$ cat src/rtl/fts_pkg.sv
package fts_pkg;

  typedef enum logic [2:0] {
    ST_RUN       = 3'd0,
    ST_IDLE      = 3'd1,
    ST_ACC_DONE  = 3'd2,
    ST_BLOCKED   = 3'd3,
    ST_SQUASH    = 3'd4,
    ST_WAIT_RESP = 3'd5,
    ST_WAIT_RTRY = 3'd6,
    ST_PARKED    = 3'd7
  } thr_state_e;

  typedef enum logic [1:0] {
    POL_SINGLE = 2'd0,
    POL_RR     = 2'd1,
    POL_COUNT  = 2'd2,
    POL_COUNT2 = 2'd3
  } fetch_pol_e;

  function automatic logic state_fetchable(input logic [2:0] code);
    return (code == ST_RUN) || (code == ST_IDLE) || (code == ST_ACC_DONE);
  endfunction

endpackage

$ cat src/rtl/fts_elig.sv
module fts_elig #(
  parameter int NUM_THR = 4
) (
  input  logic [3*NUM_THR-1:0] thr_state,
  input  logic [NUM_THR-1:0]   thr_active,
  output logic [NUM_THR-1:0]   elig
);
  import fts_pkg::*;

  for (genvar t = 0; t < NUM_THR; t++) begin : g_thr
    assign elig[t] = thr_active[t] & state_fetchable(thr_state[3*t +: 3]);
  end

endmodule

$ cat src/rtl/fts_rr_pick.sv
module fts_rr_pick #(
  parameter int NUM_THR = 4,
  parameter int TID_W   = 2
) (
  input  logic [NUM_THR*TID_W-1:0] order_i,
  input  logic [NUM_THR-1:0]       elig,
  output logic                     hit,
  output logic [TID_W-1:0]         win_tid,
  output logic [NUM_THR*TID_W-1:0] order_o
);
  logic [NUM_THR-1:0][TID_W-1:0] ord_in;
  logic [NUM_THR-1:0][TID_W-1:0] ord_out;

  assign ord_in  = order_i;
  assign order_o = ord_out;

  always_comb begin
    int pos;
    hit     = 1'b0;
    pos     = 0;
    win_tid = '0;
    for (int p = 0; p < NUM_THR; p++) begin
      if (!hit && elig[ord_in[p]]) begin
        hit     = 1'b1;
        pos     = p;
        win_tid = ord_in[p];
      end
    end
    for (int i = 0; i < NUM_THR; i++) begin
      if (!hit || i < pos) begin
        ord_out[i] = ord_in[i];
      end else if (i == NUM_THR - 1) begin
        ord_out[i] = ord_in[pos];
      end else begin
        ord_out[i] = ord_in[(i + 1) % NUM_THR];
      end
    end
  end

endmodule

$ cat src/rtl/fts_min_pick.sv
module fts_min_pick #(
  parameter int NUM_THR = 4,
  parameter int TID_W   = 2,
  parameter int OCC_W   = 5
) (
  input  logic [NUM_THR*OCC_W-1:0] occ_count,
  input  logic [NUM_THR-1:0]       elig,
  output logic                     hit,
  output logic [TID_W-1:0]         win_tid
);
  always_comb begin
    logic [OCC_W-1:0] best;
    hit     = 1'b0;
    best    = '0;
    win_tid = '0;
    for (int i = 0; i < NUM_THR; i++) begin
      if (elig[i] && (!hit || occ_count[OCC_W*i +: OCC_W] < best)) begin
        hit     = 1'b1;
        best    = occ_count[OCC_W*i +: OCC_W];
        win_tid = TID_W'(i);
      end
    end
  end

endmodule

$ cat src/rtl/fetch_thread_sel.sv
module fetch_thread_sel #(
  parameter int NUM_THR     = 4,
  parameter int FETCH_SLOTS = 2,
  parameter int OCC_W       = 5,
  localparam int TID_W      = (NUM_THR > 1) ? $clog2(NUM_THR) : 1
) (
  input  logic                         clk,
  input  logic                         rst_n,
  input  logic [3*NUM_THR-1:0]         thr_state,
  input  logic [NUM_THR-1:0]           thr_active,
  input  logic [1:0]                   policy,
  input  logic                         drain_pend,
  input  logic [OCC_W*NUM_THR-1:0]     occ_count,
  output logic [FETCH_SLOTS-1:0]       grant_vld,
  output logic [TID_W*FETCH_SLOTS-1:0] grant_tid
);
  import fts_pkg::*;

  logic [NUM_THR-1:0]              elig;
  logic                            cnt_hit;
  logic [TID_W-1:0]                cnt_tid;
  logic                            one_vld;
  logic [TID_W-1:0]                one_tid;
  logic [NUM_THR*TID_W-1:0]        chain [FETCH_SLOTS+1];
  logic [FETCH_SLOTS:0]            alive;
  logic [NUM_THR-1:0][TID_W-1:0]   order_q;
  logic [NUM_THR*TID_W-1:0]        order_nxt;
  logic                            order_en;
  logic                            is_rr;

  assign is_rr = (policy == POL_RR);

  fts_elig #(.NUM_THR(NUM_THR)) u_elig (
    .thr_state  (thr_state),
    .thr_active (thr_active),
    .elig       (elig)
  );

  fts_min_pick #(.NUM_THR(NUM_THR), .TID_W(TID_W), .OCC_W(OCC_W)) u_min (
    .occ_count (occ_count),
    .elig      (elig),
    .hit       (cnt_hit),
    .win_tid   (cnt_tid)
  );

  if (NUM_THR > 1) begin : g_single_multi
    assign one_vld = 1'b1;
    assign one_tid = '0;
  end else begin : g_single_only
    assign one_vld = elig[0];
    assign one_tid = '0;
  end

  assign chain[0] = order_q;
  assign alive[0] = ~drain_pend;

  for (genvar r = 0; r < FETCH_SLOTS; r++) begin : g_slot
    logic                     rr_hit;
    logic [TID_W-1:0]         rr_tid;
    logic [NUM_THR*TID_W-1:0] rr_ord;
    logic                     pick_v;
    logic [TID_W-1:0]         pick_t;

    fts_rr_pick #(.NUM_THR(NUM_THR), .TID_W(TID_W)) u_rr (
      .order_i (chain[r]),
      .elig    (elig),
      .hit     (rr_hit),
      .win_tid (rr_tid),
      .order_o (rr_ord)
    );

    always_comb begin
      unique case (policy)
        POL_SINGLE: begin pick_v = one_vld; pick_t = one_tid; end
        POL_RR:     begin pick_v = rr_hit;  pick_t = rr_tid;  end
        default:    begin pick_v = cnt_hit; pick_t = cnt_tid; end
      endcase
    end

    assign grant_vld[r]                 = alive[r] & pick_v;
    assign grant_tid[TID_W*r +: TID_W]  = grant_vld[r] ? pick_t : '0;
    assign alive[r+1]                   = grant_vld[r];
    assign chain[r+1]                   = (is_rr && grant_vld[r]) ? rr_ord : chain[r];
  end

  assign order_nxt = chain[FETCH_SLOTS];
  assign order_en  = is_rr & grant_vld[0];

  always_ff @(posedge clk or negedge rst_n) begin
    if (!rst_n) begin
      for (int i = 0; i < NUM_THR; i++) order_q[i] <= TID_W'(i);
    end else if (order_en) begin
      order_q <= order_nxt;
    end
  end

endmodule

$ cat config.mk
export PLATFORM = sky130hd
export DESIGN_NAME = fetch_thread_sel
export DESIGN_NICKNAME = d
export VERILOG_FILES = /design/src/rtl/fts_pkg.sv /design/src/rtl/fts_elig.sv /design/src/rtl/fts_rr_pick.sv /design/src/rtl/fts_min_pick.sv /design/src/rtl/fetch_thread_sel.sv
export SDC_FILE = /design/constraint.sdc
export NUM_CORES = 1
export LEC_CHECK = 0
export BUFFER_PORTS_ARGS = -buffer_cell sky130_fd_sc_hd__buf_2
export CORE_MARGIN = 4
export CORE_UTILIZATION = 32
export CTS_CLUSTER_SIZE = 24
export DETAILED_ROUTE_END_ITERATION = 8
export PLACE_DENSITY_LB_ADDON = 0.3
export SKIP_LAST_GASP = 1
export SLEW_MARGIN = 20
export SYNTH_ARGS = -nofsm -noshare
export SYNTH_HDL_FRONTEND = slang
export SYNTH_SLANG_ARGS = --single-unit
export TNS_END_PERCENT = 30
$ cat constraint.sdc
create_clock -name clk -period 5.1 [get_ports clk]
set_input_delay 0 -clock clk [delete_from_list [all_inputs] [get_ports clk]]
set_output_delay 0 -clock clk [all_outputs]
set_load 0.005 [all_outputs]
# Yosys cells after proc, flatten, opt, wreduce, memory -nomap -nowiden
# Index checks and enable logic that the tools add are counted.
[totals] regBits=8 in_bits=41 output_inout_bits=6 wordCells=158
[classes] n_lt_le_gt_ge=21 n_eq_ne=9 muxes=70 bitwise_logic=8 reduce_logical=46
[op_table] op="2-bit two-way mux" n=28
[op_table] op="2-bit by 3-bit less-than comparator with 1-bit output, second input constant" n=10
[op_table] op="1-bit two-way mux" n=23
[op_table] op="1-bit logical OR" n=19
[op_table] op="1-bit binary-select mux with 2-bit select" n=8
[op_table] op="8-bit two-way mux" n=2
[op_table] op="5-bit less-than comparator" n=3
[op_table] op="5-bit two-way mux" n=3
[op_table] op="3-bit by 1-bit equality test with 1-bit output, second input constant" n=4
[op_table] op="3-bit by 2-bit equality test with 1-bit output, second input constant" n=4
[op_table] op="3-bit logical NOT" n=4
[op_table] op="1-bit logical AND" n=11
[op_table] op="1-bit logical NOT" n=11
[op_table] op="2-bit binary-select mux with 2-bit select" n=2
[op_table] op="1-bit by 2-bit less-than comparator with 1-bit output, first input constant" n=4
[op_table] op="2-bit less-than comparator, first input constant" n=4
[op_table] op="2-bit one-hot mux with 2 select lines" n=2
[op_table] op="1-bit bitwise AND" n=7
[op_table] op="1-bit one-hot mux with 2 select lines" n=2
[op_table] op="2-bit by 1-bit equality test with 1-bit output, second input constant" n=1
[op_table] op="2-bit logical NOT" n=1
[op_table] op="1-bit inverter" n=1

# Longest topological paths before layout
# Gate-level depths: netlist of run 1.
[logic_depth] ltp_word=38 ltp_mapped=29 ltp_nobuf=27

# Hierarchy
# From an unflattened synthesis of run 1, not the netlist that was laid out.
[unflattened] hier_cells=231 area_unflattened_um2=2043.2
[modules_own_cells] module="fts_rr_pick" n_inst=2 cells_each=39 area_per_inst_um2=352.8 seq_area_each_um2=0.0
[modules_own_cells] module="fts_min_pick" n_inst=1 cells_each=76 area_per_inst_um2=653.1 seq_area_each_um2=0.0
[modules_own_cells] module="fetch_thread_sel" n_inst=1 cells_each=69 area_per_inst_um2=619.3 seq_area_each_um2=205.2
[modules_own_cells] module="fts_elig" n_inst=1 cells_each=8 area_per_inst_um2=65.1 seq_area_each_um2=0.0

# Least setup slack after synthesis of run 1
# Ideal clock, no wire load.
[synth_path] path_type="in2out" startpoint="input port thr_active[0]" endpoint="output port grant_tid[2]" arrival_ns=4.628 required_time_ns=5.100 slack_ns=0.472 stages=28 n_path_buf=2 cell_sequence="nor2b_1 > and2_1 > clkbuf_1 > nand2_1 > ha_1 > a21o_1 > a2111oi_0 > o21a_1 > buf_2 > nor2_1 > a21oi_1 > ha_1 > a21o_1 > a21o_1 > a21oi_1 > o211ai_1 > nand2_1 > o21ai_0 > ha_1 > a21o_1 > a21o_1 > a21oi_1 > nand2_1 > nor2_1 > nor2_1 > mux2i_1 > o21ai_0 > nor3_1"
[synth_via] elab_chain_len=33 word_cells_on_any_way=90 cone_classes="order compare: 7; mux: 53; bitwise: 3; reduce/logical: 27"
[synth_rtl] element="start, declared" line="fetch_thread_sel.sv:10" source="input logic [NUM_THR-1:0] thr_active,"
[synth_rtl] element="1-bit bitwise AND (*)" line="fts_elig.sv:11" source="assign elig[t] = thr_active[t] & state_fetchable(thr_state[3*t +: 3]);"
[synth_rtl] element="5-bit two-way mux or 1-bit two-way mux (tied branches)" line="fts_min_pick.sv:17" source="if (elig[i] && (!hit || occ_count[OCC_W*i +: OCC_W] < best)) begin"
[synth_rtl] element="5-bit less-than comparator or 1-bit logical NOT (tied branches)" line="fts_min_pick.sv:17"
[synth_rtl] element="1-bit logical OR" line="fts_min_pick.sv:17"
[synth_rtl] element="1-bit logical AND" line="fts_min_pick.sv:17"
[synth_rtl] element="5-bit two-way mux or 1-bit two-way mux (tied branches)" line="fts_min_pick.sv:17"
[synth_rtl] element="5-bit less-than comparator or 1-bit logical NOT (tied branches)" line="fts_min_pick.sv:17"
[synth_rtl] element="1-bit logical OR" line="fts_min_pick.sv:17"
[synth_rtl] element="[... 17 more ...]"
[synth_rtl] element="1-bit logical AND" line="fts_rr_pick.sv:23" source="if (!hit && elig[ord_in[p]]) begin"
[synth_rtl] element="1-bit two-way mux" line="fts_rr_pick.sv:23"
[synth_rtl] element="1-bit logical NOT" line="fts_rr_pick.sv:23"
[synth_rtl] element="1-bit logical AND" line="fts_rr_pick.sv:23"
[synth_rtl] element="1-bit two-way mux" line="fts_rr_pick.sv:23"
[synth_rtl] element="1-bit one-hot mux with 2 select lines" line="fetch_thread_sel.sv:73" source="unique case (policy)"
[synth_rtl] element="1-bit bitwise AND" line="fetch_thread_sel.sv:80" source="assign grant_vld[r] = alive[r] & pick_v;"
[synth_rtl] element="2-bit two-way mux (*)" line="fetch_thread_sel.sv:81" source="assign grant_tid[TID_W*r +: TID_W] = grant_vld[r] ? pick_t : '0;"
[synth_rtl] element="end, declared" line="fetch_thread_sel.sv:15" source="output logic [TID_W*FETCH_SLOTS-1:0] grant_tid"
# Mark *: on every way between the ends. The rest lies on a longest branch, timed or not. The select of a mux whose other input is x is not followed.

# Worst setup path in the final report of run 1
[layout_path] startpoint="input port thr_state[2]" endpoint="output port grant_tid[3]"
[layout_via] elab_chain_len=36 word_cells_on_any_way=94 cone_classes="order compare: 7; eq/ne: 2; mux: 52; bitwise: 3; reduce/logical: 30"
[layout_rtl] element="start, declared" line="fetch_thread_sel.sv:9" source="input logic [3*NUM_THR-1:0] thr_state,"
[layout_rtl] element="3-bit by 1-bit equality test with 1-bit output or 3-bit logical NOT (tied branches)" line="fts_pkg.sv:22" source="return (code == ST_RUN) || (code == ST_IDLE) || (code == ST_ACC_DONE);"
[layout_rtl] element="1-bit logical OR" line="fts_pkg.sv:22"
[layout_rtl] element="1-bit logical OR (*)" line="fts_pkg.sv:22"
[layout_rtl] element="1-bit bitwise AND (*)" line="fts_elig.sv:11"
[layout_rtl] element="5-bit two-way mux or 1-bit two-way mux (tied branches)" line="fts_min_pick.sv:17"
[layout_rtl] element="5-bit less-than comparator or 1-bit logical NOT (tied branches)" line="fts_min_pick.sv:17"
[layout_rtl] element="1-bit logical OR" line="fts_min_pick.sv:17"
[layout_rtl] element="1-bit logical AND" line="fts_min_pick.sv:17"
[layout_rtl] element="[... 20 more ...]"
[layout_rtl] element="1-bit logical AND" line="fts_rr_pick.sv:23"
[layout_rtl] element="1-bit two-way mux" line="fts_rr_pick.sv:23"
[layout_rtl] element="1-bit logical NOT" line="fts_rr_pick.sv:23"
[layout_rtl] element="1-bit logical AND" line="fts_rr_pick.sv:23"
[layout_rtl] element="1-bit two-way mux" line="fts_rr_pick.sv:23"
[layout_rtl] element="1-bit one-hot mux with 2 select lines" line="fetch_thread_sel.sv:73"
[layout_rtl] element="1-bit bitwise AND" line="fetch_thread_sel.sv:80"
[layout_rtl] element="2-bit two-way mux (*)" line="fetch_thread_sel.sv:81"
# Marked as above.

==> key figures, run 1 <==
Placed design
  – DPL Wire Length: 4.82 mm
  – # port buffers: 46
  – GP Congestion: 0.959
  – Place WS: 0.171 ns

Die
  – Die width: 86.0 um
  – Row count: 28
  – Die ar.: 7400 um^2
  – Initial Util: 32.9%
  – Core ar.: 5920 um^2
  – Ports: 47
  – Die Height: 86.0 um

Detailed routing
  – TritonRoute pass-1 iters: 5
  – Mean routed wirelength per cell: 15.8 um
  – DR vias/cell: 5.86
  – Routed via count: 2267
  – Iteration-0 DRC Markers: 255
  – DRT Wirelength: 6.12 mm
  – Drc violations: 0
  – Antenna-violating nets left: 0

Worst setup path
  – R2r startpoint: chain[18]$_DFFE_PN1P_
  – Worst path required time: 5.10 ns
  – Crit path DAT: 4.60 ns
  – Critical path capture point type: output port
  – FF-to-FF End: chain[20]$_DFFE_PN0P_
  – Critical path fanouts, max: 7
  – Register-to-Register Path Depth: 9
  – Critical Setup Path Class: in -> out
  – Crit start category: primary input
  – Flop-to-flop setup slack: 1.67 ns

STA
  – TNS Setup: 0 ns
  – Max-slew violation count: 0
  – Setup violators final: 0
  – Worst rel slew slack: 37.6%
  – Final Hold Violating Endpoints: 0
  – Worst setup margin: 0.502 ns
  – Clock period minus worst slack: 4.60 ns
  – Fmax: 217 MHz
  – RSZ-0062 raised after global routing: no
  – Clk_skew: 0.000462 ns
  – Fin crit share: 90.2%
  – Actual slew at the worst max-slew pin: 0.929 ns

Clock tree
  – Worst skew pair latency: 0.22 ns
  – CTS Sinks: 8
  – CTS tree: built
  – Clk slew on worst S/H paths: 0.04 ns
  – CTS Buf Count: 3
  – Root buf cell: clkbuf_8
  – Clock tree buffer depth: 2
  – # H-tree levels: 1

Global route
  – Initial antenna violation count: 0
  – GRT overflow: 0
  – Vias in the first global route: 2199
  – Largest net degree at the start of global routing: 18
  – Global Route Usage Sum: 16.7%
  – First-pass GRT wire length: 10.3 mm

Synth
  – Complex-gate fraction of the synthesized area: 35.6%
  – Post-Syn Area: 1950 um^2
  – #FFs+latches synth: 8
  – Largest family of logic cells by synthesized area: compound AO/OA/AOI/OAI gates
  – Mux contribution to synthesized area: 16.0%
  – Sequential element share of the synthesized area: 10.5%
  – Synth Area in Adders: 7.71%
  – Syn_nets: 324
  – Share of the synthesized area in the top cell type: 8.22%
  – Avg Inst Size Synth: 7.19 um^2
  – Synth unique cells: 52
  – Synth Area in Simple Gates: 24.8%
  – Ys async rst share: 100%
  – Post-synth EDFFs: 0
  – Post-Syn Instances: 271
  – Main area contributors after synthesis: mux2i_1 (8.2%), nand2_1 (7.9%), ha_1 (7.7%)
  – Xor and xnor area share after synthesis: 0%
  – Top FF cell, synth: dfstp_2
  – Yosys warnings: 0
  – Leading area contributor after synthesis: mux2i_1

Final layout
  – Ant diodes: 0
  – Post-layout util: 39.1%
  – Fraction of layout cells with a size suffix above 1: 27.2%
  – Largest register FFs: 8
  – Fin nets: 367
  – Area delta synth->final: 18.8%

Power and ir drop
  – Internal: 377 uW
  – Switch Pwr: 388 uW
  – Sw frac: 50.7%
  – Part of the power in the clock network: 9.7%
  – Sequential share of power: 24.6%
  – Comb pwr share: 65.8%
  – Tot Pwr: 765 uW
  – Leak Pwr: 0.000971 uW
  – Pwr dens: 331 nW/um^2
  – Peak supply drop: 0.000234 V

Min path
  – Worst hold path class: in -> async

Run status
  – Status: complete, no violations

Job
  – Maxcap violations: 0
==> layout by cell type (no fill, tap or decap), types with 2 or more instances in the layout <==
cell,n
mux4_2,3
and2_1,3
a32oi_1,2
o211ai_1,7
a21o_1,7
a21oi_2,4
a31oi_1,3
nor3_1,2
a22o_1,4
mux2i_1,16
o22ai_1,6
dfstp_2,4
inv_1,5
dfrtp_1,4
o21ai_1,6
nand3_1,5
a211oi_1,4
clkbuf_8,3
nor2_1,27
mux2_2,5
o21ai_0,18
mux2i_2,2
buf_4,7
a22oi_1,3
nand4b_1,2
o21a_1,2
a21oi_1,19
o211ai_2,2
nor2b_1,5
buf_2,46
nand2_1,41
nor3b_1,2
ha_1,12
a221oi_1,4
o31ai_1,2
nand2b_1,3
nand4_1,4
==> metal layers <==
layer,GRT usage [%],vias to the layer above,routed length (um)
met5,0,-,0
met4,4.89,0,126
met3,1.83,12,399
met2,29.9,93,3060
met1,20.8,1057,2530
li1,-,1105,-
==> cell type report <==
type / count / area [um^2]
Multi-Input combinational cell: 242 / 1660
Fill cell: 632 / 3610
Inverter: 5 / 18.8
Sequential cell: 8 / 205
Tap cell: 75 / 93.8
Clock buffer: 3 / 41.3
Timing Repair Buffer: 54 / 293
==> power groups by stage <==
stage	Clock [uW]	Sequential, uW	Combinational [uW]
2_1_floorplan	0	114	440
3_3_place_gp	0	186	489
3_5_place_dp	0	186	488
4_1_cts	77.6	185	492
5_1_grt	80.9	195	555
6_report	73.9	188	503
==> worst max-delay path by stage <==
stage,from,to,cells past startpoint
after floorplan,thr_active[0],grant_tid[2],28
after global placement,thr_state[2],grant_tid[2],25
after detailed placement,thr_state[2],grant_tid[2],27
after CTS,thr_state[2],grant_tid[2],27
after global routing,thr_state[2],grant_tid[2],28
final,thr_state[2],grant_tid[3],28
==> worst max-delay path, stage by stage <==
cell and delay (ns):
buf_2 0.10, nor2b_2 0.14, and2_4 0.19, nand2_1 0.08, ha_1 0.30, a21o_1 0.20, a2111oi_2 0.36, o21a_2 0.25
nor2_1 0.07, a21oi_2 0.13, ha_1 0.26, a21o_1 0.17, a21o_1 0.17, a21oi_1 0.14, o211ai_1 0.22, nand2_1 0.11
o21ai_1 0.07, ha_1 0.31, a21o_1 0.16, a21o_1 0.18, a21oi_2 0.18, a22oi_1 0.09, o21ai_0 0.26, nor2_1 0.09
nand2_1 0.08, nand2_1 0.07, a21oi_1 0.11, buf_2 0.12
==> synth_stat cells, drive strengths merged, types with 3 or more instances <==
cell type / count
a22o: 4
mux4: 3
dfrtp: 4
a21oi: 24
nor2b: 6
clkbuf: 7
mux2i: 18
o211ai: 9
nor2: 28
a31oi: 3
nand2: 41
a211oi: 4
inv: 5
a22oi: 3
a221oi: 4
nand2b: 4
mux2: 5
o22ai: 6
o21a: 3
o21ai: 24
nand4: 4
nand3: 5
and2: 4
buf: 9
ha: 12
a21o: 7
dfstp: 4
==> metrics by stage <==
stage / area [um^2] / instances / hold WS, ns
after floorplan: 1950 / 271 / -0.296
after global placement: 2220 / 381 / -0.153
after detailed placement: 2220 / 381 / -0.145
after CTS: 2270 / 385 / 0.144
after global routing: 2310 / 387 / 0.161
final: 2310 / 387 / 0.142
==> timing repair <==
item	4_1_cts	5_1_grt
setup buffers	0	2
endpoints found under the setup margin	0	4
hold endpoints to repair	8	0
hold buffers	1	0
resized for setup	0	11
==> cells by family after synthesis <==
family,after synthesis
AOI/OAI and AO/OA,103
adders and majority gates,12
buffers and inverters,21
DFF,8
muxes,26
and+or+nand+nor,101
No activity file was read; power rests on OpenSTA's default activity.
==> run 2: changes to the inputs <==
--- a/config.mk
+++ b/config.mk
@@ -16,4 +16,3 @@
 export SYNTH_ARGS = -nofsm -noshare
 export SYNTH_HDL_FRONTEND = slang
 export SYNTH_SLANG_ARGS = --single-unit
-export TNS_END_PERCENT = 30
==> constraint.sdc (replaced) <==
create_clock -name clk -period 4.8 [get_ports clk]
set_input_delay 0 -clock clk [delete_from_list [all_inputs] [get_ports clk]]
set_output_delay 0 -clock clk [all_outputs]
set_load 0.005 [all_outputs]
==> key figures, run 2 (synthesis results as in run 1) <==
Run status
  – Status: complete, no violations

STA
  – Fmax: 225 MHz
  – Clock period minus worst slack: 4.44 ns
  – Actual slew at the worst max-slew pin: 0.762 ns (-0.168 ns)
  – Setup violators final: 0 (unchanged)
  – Worst rel slew slack: 48.9% (+11 points)
  – Max-slew violation count: 0 (unchanged)
  – Hold_ws: 0.139 ns (-0.00233 ns)
  – Fin crit share: 92.5%
  – Final Hold Violating Endpoints: 0 (unchanged)
  – Clk_skew: 0.00128 ns (+0.000818 ns)

Die
  – Die width: 86.0 um (unchanged)
  – Die Height: 86.0 um (unchanged)
  – Core ar.: 5920 um^2 (unchanged)
  – Row count: 28 (unchanged)
  – Die ar.: 7400 um^2 (unchanged)
  – Initial Util: 32.9% (unchanged)
  – Ports: 47 (unchanged)

Detailed routing
  – TritonRoute pass-1 iters: 5 (unchanged)
  – Routed via count: 2292 (+1.1%)
  – Drc violations: 0 (unchanged)
  – DR vias/cell: 5.82 (-0.69%)
  – DRT Wirelength: 6.34 mm (+3.7%)
  – Antenna-violating nets left: 0 (unchanged)
  – Iteration-0 DRC Markers: 205 (-20%)
  – Mean routed wirelength per cell: 16.1 um (+1.8%)

Final layout
  – Ant diodes: 0 (unchanged)
  – Fraction of layout cells with a size suffix above 1: 30.7% (+3.5 points)
  – Post-route cell area: 2410 um^2 (+4.0%)
  – Area delta synth->final: 23.5%
  – Fin nets: 374 (+1.9%)
  – Commonest cells after routing, fill and taps aside: buf_2 (46), nand2_1 (41), nor2_1 (26), a21oi_1 (18), o21ai_0 (18)
  – Most common cell after layout, fill and taps aside: buf_2
  – Largest register FFs: 8 (unchanged)

Worst setup path
  – Worst path required time: 4.80 ns (-0.30 ns)
  – Slowest cell on the critical path: ha_1
  – Critical path fanouts, max: 7 (unchanged)
  – FF-to-FF End: chain[19]$_DFFE_PN0P_
  – Critical Setup Path Class: in -> out
  – Register-to-Register Path Depth: 9 (unchanged)
  – CP max stage delay: 0.33 ns (-0.03 ns)
  – Flop-to-flop setup slack: 1.43 ns (-0.24 ns)
  – R2r startpoint: chain[21]$_DFFE_PN1P_
  – Critical path capture point type: output port
  – Crit path DAT: 4.44 ns (-0.16 ns)
  – Crit start category: primary input

Power and ir drop
  – Leak Pwr: 0.00101 uW (+4.0%)
  – Sw frac: 50.4% (-0.30 points)
  – Peak supply drop: 0.000226 V (-3.4%)
  – Sequential share of power: 24.3% (-0.3 points)
  – Switch Pwr: 414 uW (+6.8%)
  – Pwr dens: 341 nW/um^2 (+3.3%)
  – Internal: 407 uW (+8.1%)
  – Comb pwr share: 66.5% (+0.7 points)
  – Part of the power in the clock network: 9.2% (-0.5 points)

Global route
  – First-pass GRT wire length: 10.3 mm (-0.53%)
  – Vias in the first global route: 2194 (-0.23%)
  – Largest net degree at the start of global routing: 18 (unchanged)
  – Global Route Usage Sum: 16.7% (+0.076 points)
  – GRT overflow: 0 (unchanged)
  – Initial antenna violation count: 0 (unchanged)

Placed design
  – Cell area after placement: 2240 um^2 (+0.68%)
  – GP Congestion: 0.912 (-4.9%)
  – DPL Wire Length: 4.93 mm (+2.3%)
  – # port buffers: 46 (unchanged)

Clock tree
  – CTS Buf Count: 3 (unchanged)
  – # H-tree levels: 1 (unchanged)
  – Root buf cell: clkbuf_8
  – Worst skew pair latency: 0.22 ns (about the same)
  – CTS Sinks: 8 (unchanged)
  – Clk slew on worst S/H paths: 0.04 ns (about the same)
  – CTS tree: built
  – Clock tree buffer depth: 2 (unchanged)

Min path
  – Worst hold path class: in -> async

Job
  – Maxcap violations: 0 (unchanged)
run 2: routing by layer:
metal	share of wire [%]	vias to the layer above	track usage, %	wire, um
met3	6.2	7	1.15	396
met5	0	-	0	0
met1	43	1076	21.2	2720
met4	0.87	0	4.17	55
met2	50	85	30.5	3170
li1	-	1124	-	-
run 2: layout make-up:
class                           count  area, um^2
Timing Repair Buffer               61         345
Inverter                            5        18.8
Clock buffer                        3        41.3
Sequential cell                     8         205
Tap cell                           75        93.8
Multi-Input combinational cell    242        1700
Fill cell                         620        3510
run 2: critical path, delay by kind of cell:
family | cells | cell delay [ns]
AOI/OAI and AO/OA | 15 | 2.39
adders and majority gates | 3 | 0.91
and+or+nand+nor | 8 | 0.79
buffers and inverters | 3 | 0.35
run 2: power groups by stage:
stage               clock (uW)  sequential [uW]  combinational (uW)
finish                    75.9              200                 546
global route              84.3              205                 601
CTS                       78.5              198                 525
detailed placement           0              198                 521
global placement             0              198                 522
floorplan                    0              122                 468
run 2: timing repair:
item | in CTS | in global routing
hold endpoints to repair | 8 | 0
setup endpoints to repair | 1 | 4
resized for setup | 2 | 15
pin swaps | 0 | 8
buffers inserted | 0 | 7
hold buffers | 1 | 0
run 2: worst max-delay path by stage:
stage,end,depth (start not counted),start
6_report,grant_tid[3],29,thr_state[2]
5_1_grt,grant_tid[2],29,thr_state[2]
4_1_cts,grant_tid[2],28,thr_state[2]
3_5_place_dp,grant_tid[2],27,thr_state[2]
3_3_place_gp,grant_tid[2],26,thr_state[2]
2_1_floorplan,grant_tid[2],28,thr_active[0]
run 2: metrics by stage:
| step | total power, uW | worst slack [ns] | util (%) | setup TNS [ns] | cells |
|---|---|---|---|---|---|
| final | 822 | 0.358 | 40.6 | 0 | 394 |
| after global routing | 890 | -0.0258 | 40.6 | -0.0280 | 394 |
| after CTS | 802 | 0.0441 | 38.7 | 0 | 387 |
| after detailed placement | 719 | -0.0583 | 37.8 | -0.0583 | 383 |
| after global placement | 719 | 0.101 | 37.8 | 0 | 383 |
| after floorplan | 589 | 0.172 | - | 0 | 271 |
==> run 3: changes to the inputs <==
--- a/config.mk
+++ b/config.mk
@@ -7,7 +7,7 @@
 export LEC_CHECK = 0
 export BUFFER_PORTS_ARGS = -buffer_cell sky130_fd_sc_hd__buf_2
 export CORE_MARGIN = 4
-export CORE_UTILIZATION = 32
+export CORE_UTILIZATION = 55
 export CTS_CLUSTER_SIZE = 24
 export DETAILED_ROUTE_END_ITERATION = 8
 export PLACE_DENSITY_LB_ADDON = 0.3
==> key figures, run 3 (synthesis results as in run 1) <==
Clock tree
  – Worst skew pair latency: 0.26 ns (+0.04 ns)
  – # H-tree levels: 1 (unchanged)
  – Clk slew on worst S/H paths: 0.05 ns (about the same)
  – CTS tree: built
  – CTS Sinks: 8 (unchanged)
  – CTS Buf Count: 3 (unchanged)
  – Root buf cell: clkbuf_4
  – Clock tree buffer depth: 2 (unchanged)

STA
  – Final Hold Violating Endpoints: 0 (unchanged)
  – TNS Setup: 0 ns (unchanged)
  – Clock period minus worst slack: 4.42 ns (-0.0264 ns)
  – Worst rel slew slack: 36.9% (-12 points)
  – Actual slew at the worst max-slew pin: 0.941 ns (+0.179 ns)
  – Clk_skew: 0.00741 ns (+0.00613 ns)
  – Max-slew violation count: 0 (unchanged)
  – Fmax: 226 MHz (+0.60%)
  – Fin crit share: 92.0% (-0.55 points)
  – Setup violators final: 0 (unchanged)

Global route
  – Largest net degree at the start of global routing: 18 (unchanged)
  – GRT overflow: 0 (unchanged)
  – Global Route Usage Sum: 26.0% (+9.3 points)
  – Initial antenna violation count: 0 (unchanged)
  – Vias in the first global route: 2109 (-3.9%)
  – First-pass GRT wire length: 9.27 mm (-9.8%)

Placed design
  – # port buffers: 46 (unchanged)
  – GP Congestion: 1.02 (+11%)
  – DPL Wire Length: 4.25 mm (-14%)

Worst setup path
  – Worst path required time: 4.80 ns (about the same)
  – CP top delay family: compound AO/OA/AOI/OAI gates
  – Crit start category: primary input
  – Critical path fanouts, max: 6 (-1)
  – Register-to-Register Path Depth: 9 (unchanged)
  – Critical Setup Path Class: in -> out
  – Flop-to-flop setup slack: 1.39 ns (-0.04 ns)
  – Slowest cell on the critical path: a2111oi_2
  – FF-to-FF End: chain[20]$_DFFE_PN0P_
  – Crit path DAT: 4.42 ns (-0.02 ns)
  – CP max stage delay: 0.35 ns (+0.02 ns)
  – Critical path capture point type: output port
  – WP buf/inv: 3 (unchanged)
  – R2r startpoint: chain[18]$_DFFE_PN1P_
  – Most frequent cell on the critical path: a21o_1

Detailed routing
  – DRT Wirelength: 5.70 mm (-10%)
  – Antenna-violating nets left: 0 (unchanged)
  – Routed via count: 2283 (-0.39%)
  – Iteration-0 DRC Markers: 217 (+5.9%)
  – Mean routed wirelength per cell: 15.8 um (-1.9%)
  – TritonRoute pass-1 iters: 4 (-1)
  – DR vias/cell: 6.32 (+8.7%)
  – Drc violations: 0 (unchanged)

Run status
  – Status: complete, no violations

Die
  – Die ar.: 4560 um^2 (-38%)
  – Ports: 47 (unchanged)
  – Die width: 67.5 um (-22%)
  – Core ar.: 3390 um^2 (-43%)
  – Row count: 21 (-25%)
  – Die Height: 67.5 um (-22%)
  – Initial Util: 57.5% (+25 points)

Final layout
  – Ant diodes: 0 (unchanged)
  – Largest register FFs: 8 (unchanged)
  – Fraction of layout cells with a size suffix above 1: 27.9% (-2.8 points)
  – Area delta synth->final: 17.0%
  – Most common cell after layout, fill and taps aside: buf_2
  – Commonest cells after routing, fill and taps aside: buf_2 (46), nand2_1 (41), nor2_1 (26), a21oi_1 (19), mux2i_1 (16)
  – Post-layout util: 67.3% (+27 points)
  – Fin nets: 369 (-1.3%)

Min path
  – Worst hold path class: in -> async

Power and ir drop
  – Peak supply drop: 0.000329 V (+46%)
  – Pwr dens: 344 nW/um^2 (+0.88%)
  – Leak Pwr: 0.000973 uW (-3.6%)

Job
  – Maxcap violations: 0 (unchanged)
run 3: changes by cell type in the layout (fill, tap and decap cells not counted):
cell	change
nand3_1	+1
clkbuf_4	+3
buf_4	-5
ha_1	+2
o21ai_1	+4
ha_4	-2
a21oi_2	-1
clkbuf_8	-3
nand3_2	-1
o21ai_2	-1
clkbuf_1	+1
o21ai_0	-3
a21oi_1	+1
run 3: worst max-delay path by stage:
stage | start | endpoint | cells past startpoint
final | thr_state[2] | grant_tid[2] | 28
after global routing | thr_active[0] | grant_tid[2] | 28
after CTS | thr_state[2] | grant_tid[2] | 27
after detailed placement | thr_state[2] | grant_tid[2] | 27
after global placement | thr_state[2] | grant_tid[2] | 25
after floorplan | thr_active[0] | grant_tid[2] | 28
run 3: metal layers:
| layer | share of wire [%] | track usage [%] |
|---|---|---|
| met1 | 42 | 33.0 |
| met2 | 48 | 42.8 |
| met3 | 6.9 | 3.00 |
| met4 | 2.9 | 13.7 |
| met5 | 0 | 0 |
run 3: power by group:
part / total, uW / leakage, uW / internal (uW) / switching, uW
clock: 54.9 / 0.0000150 / 31.8 / 23.1
sequential: 198 / 0.0000949 / 107 / 90.2
combinational: 533 / 0.000863 / 241 / 292
run 3: timing repair:
action,CTS,global route
resized for setup,0,15
endpoints found under the hold margin,8,0
hold buffers,1,0
setup buffers,0,5
endpoints found under the setup margin,0,4
run 3: cell type report:
cell class	instances	area [um^2]
clock buffers	4	26.3
fillers	330	1110
inverters	5	18.8
multi-input cells	242	1660
flip-flops and latches	8	205
well taps	46	57.6
repair buffers	56	308
run 3: stage by stage:
| stage | power [uW] | area (um^2) | setup WS, ns | cells | hold slack, ns |
|---|---|---|---|---|---|
| after floorplan | 589 | 1950 | 0.172 | 271 | -0.296 |
| after global placement | 695 | 2180 | 0.172 | 351 | -0.158 |
| after detailed placement | 704 | 2180 | 0.0148 | 351 | -0.155 |
| after CTS | 763 | 2220 | 0.00181 | 356 | 0.0917 |
| after global routing | 858 | 2280 | -0.0132 | 361 | 0.108 |
| final | 785 | 2280 | 0.384 | 361 | 0.0994 |
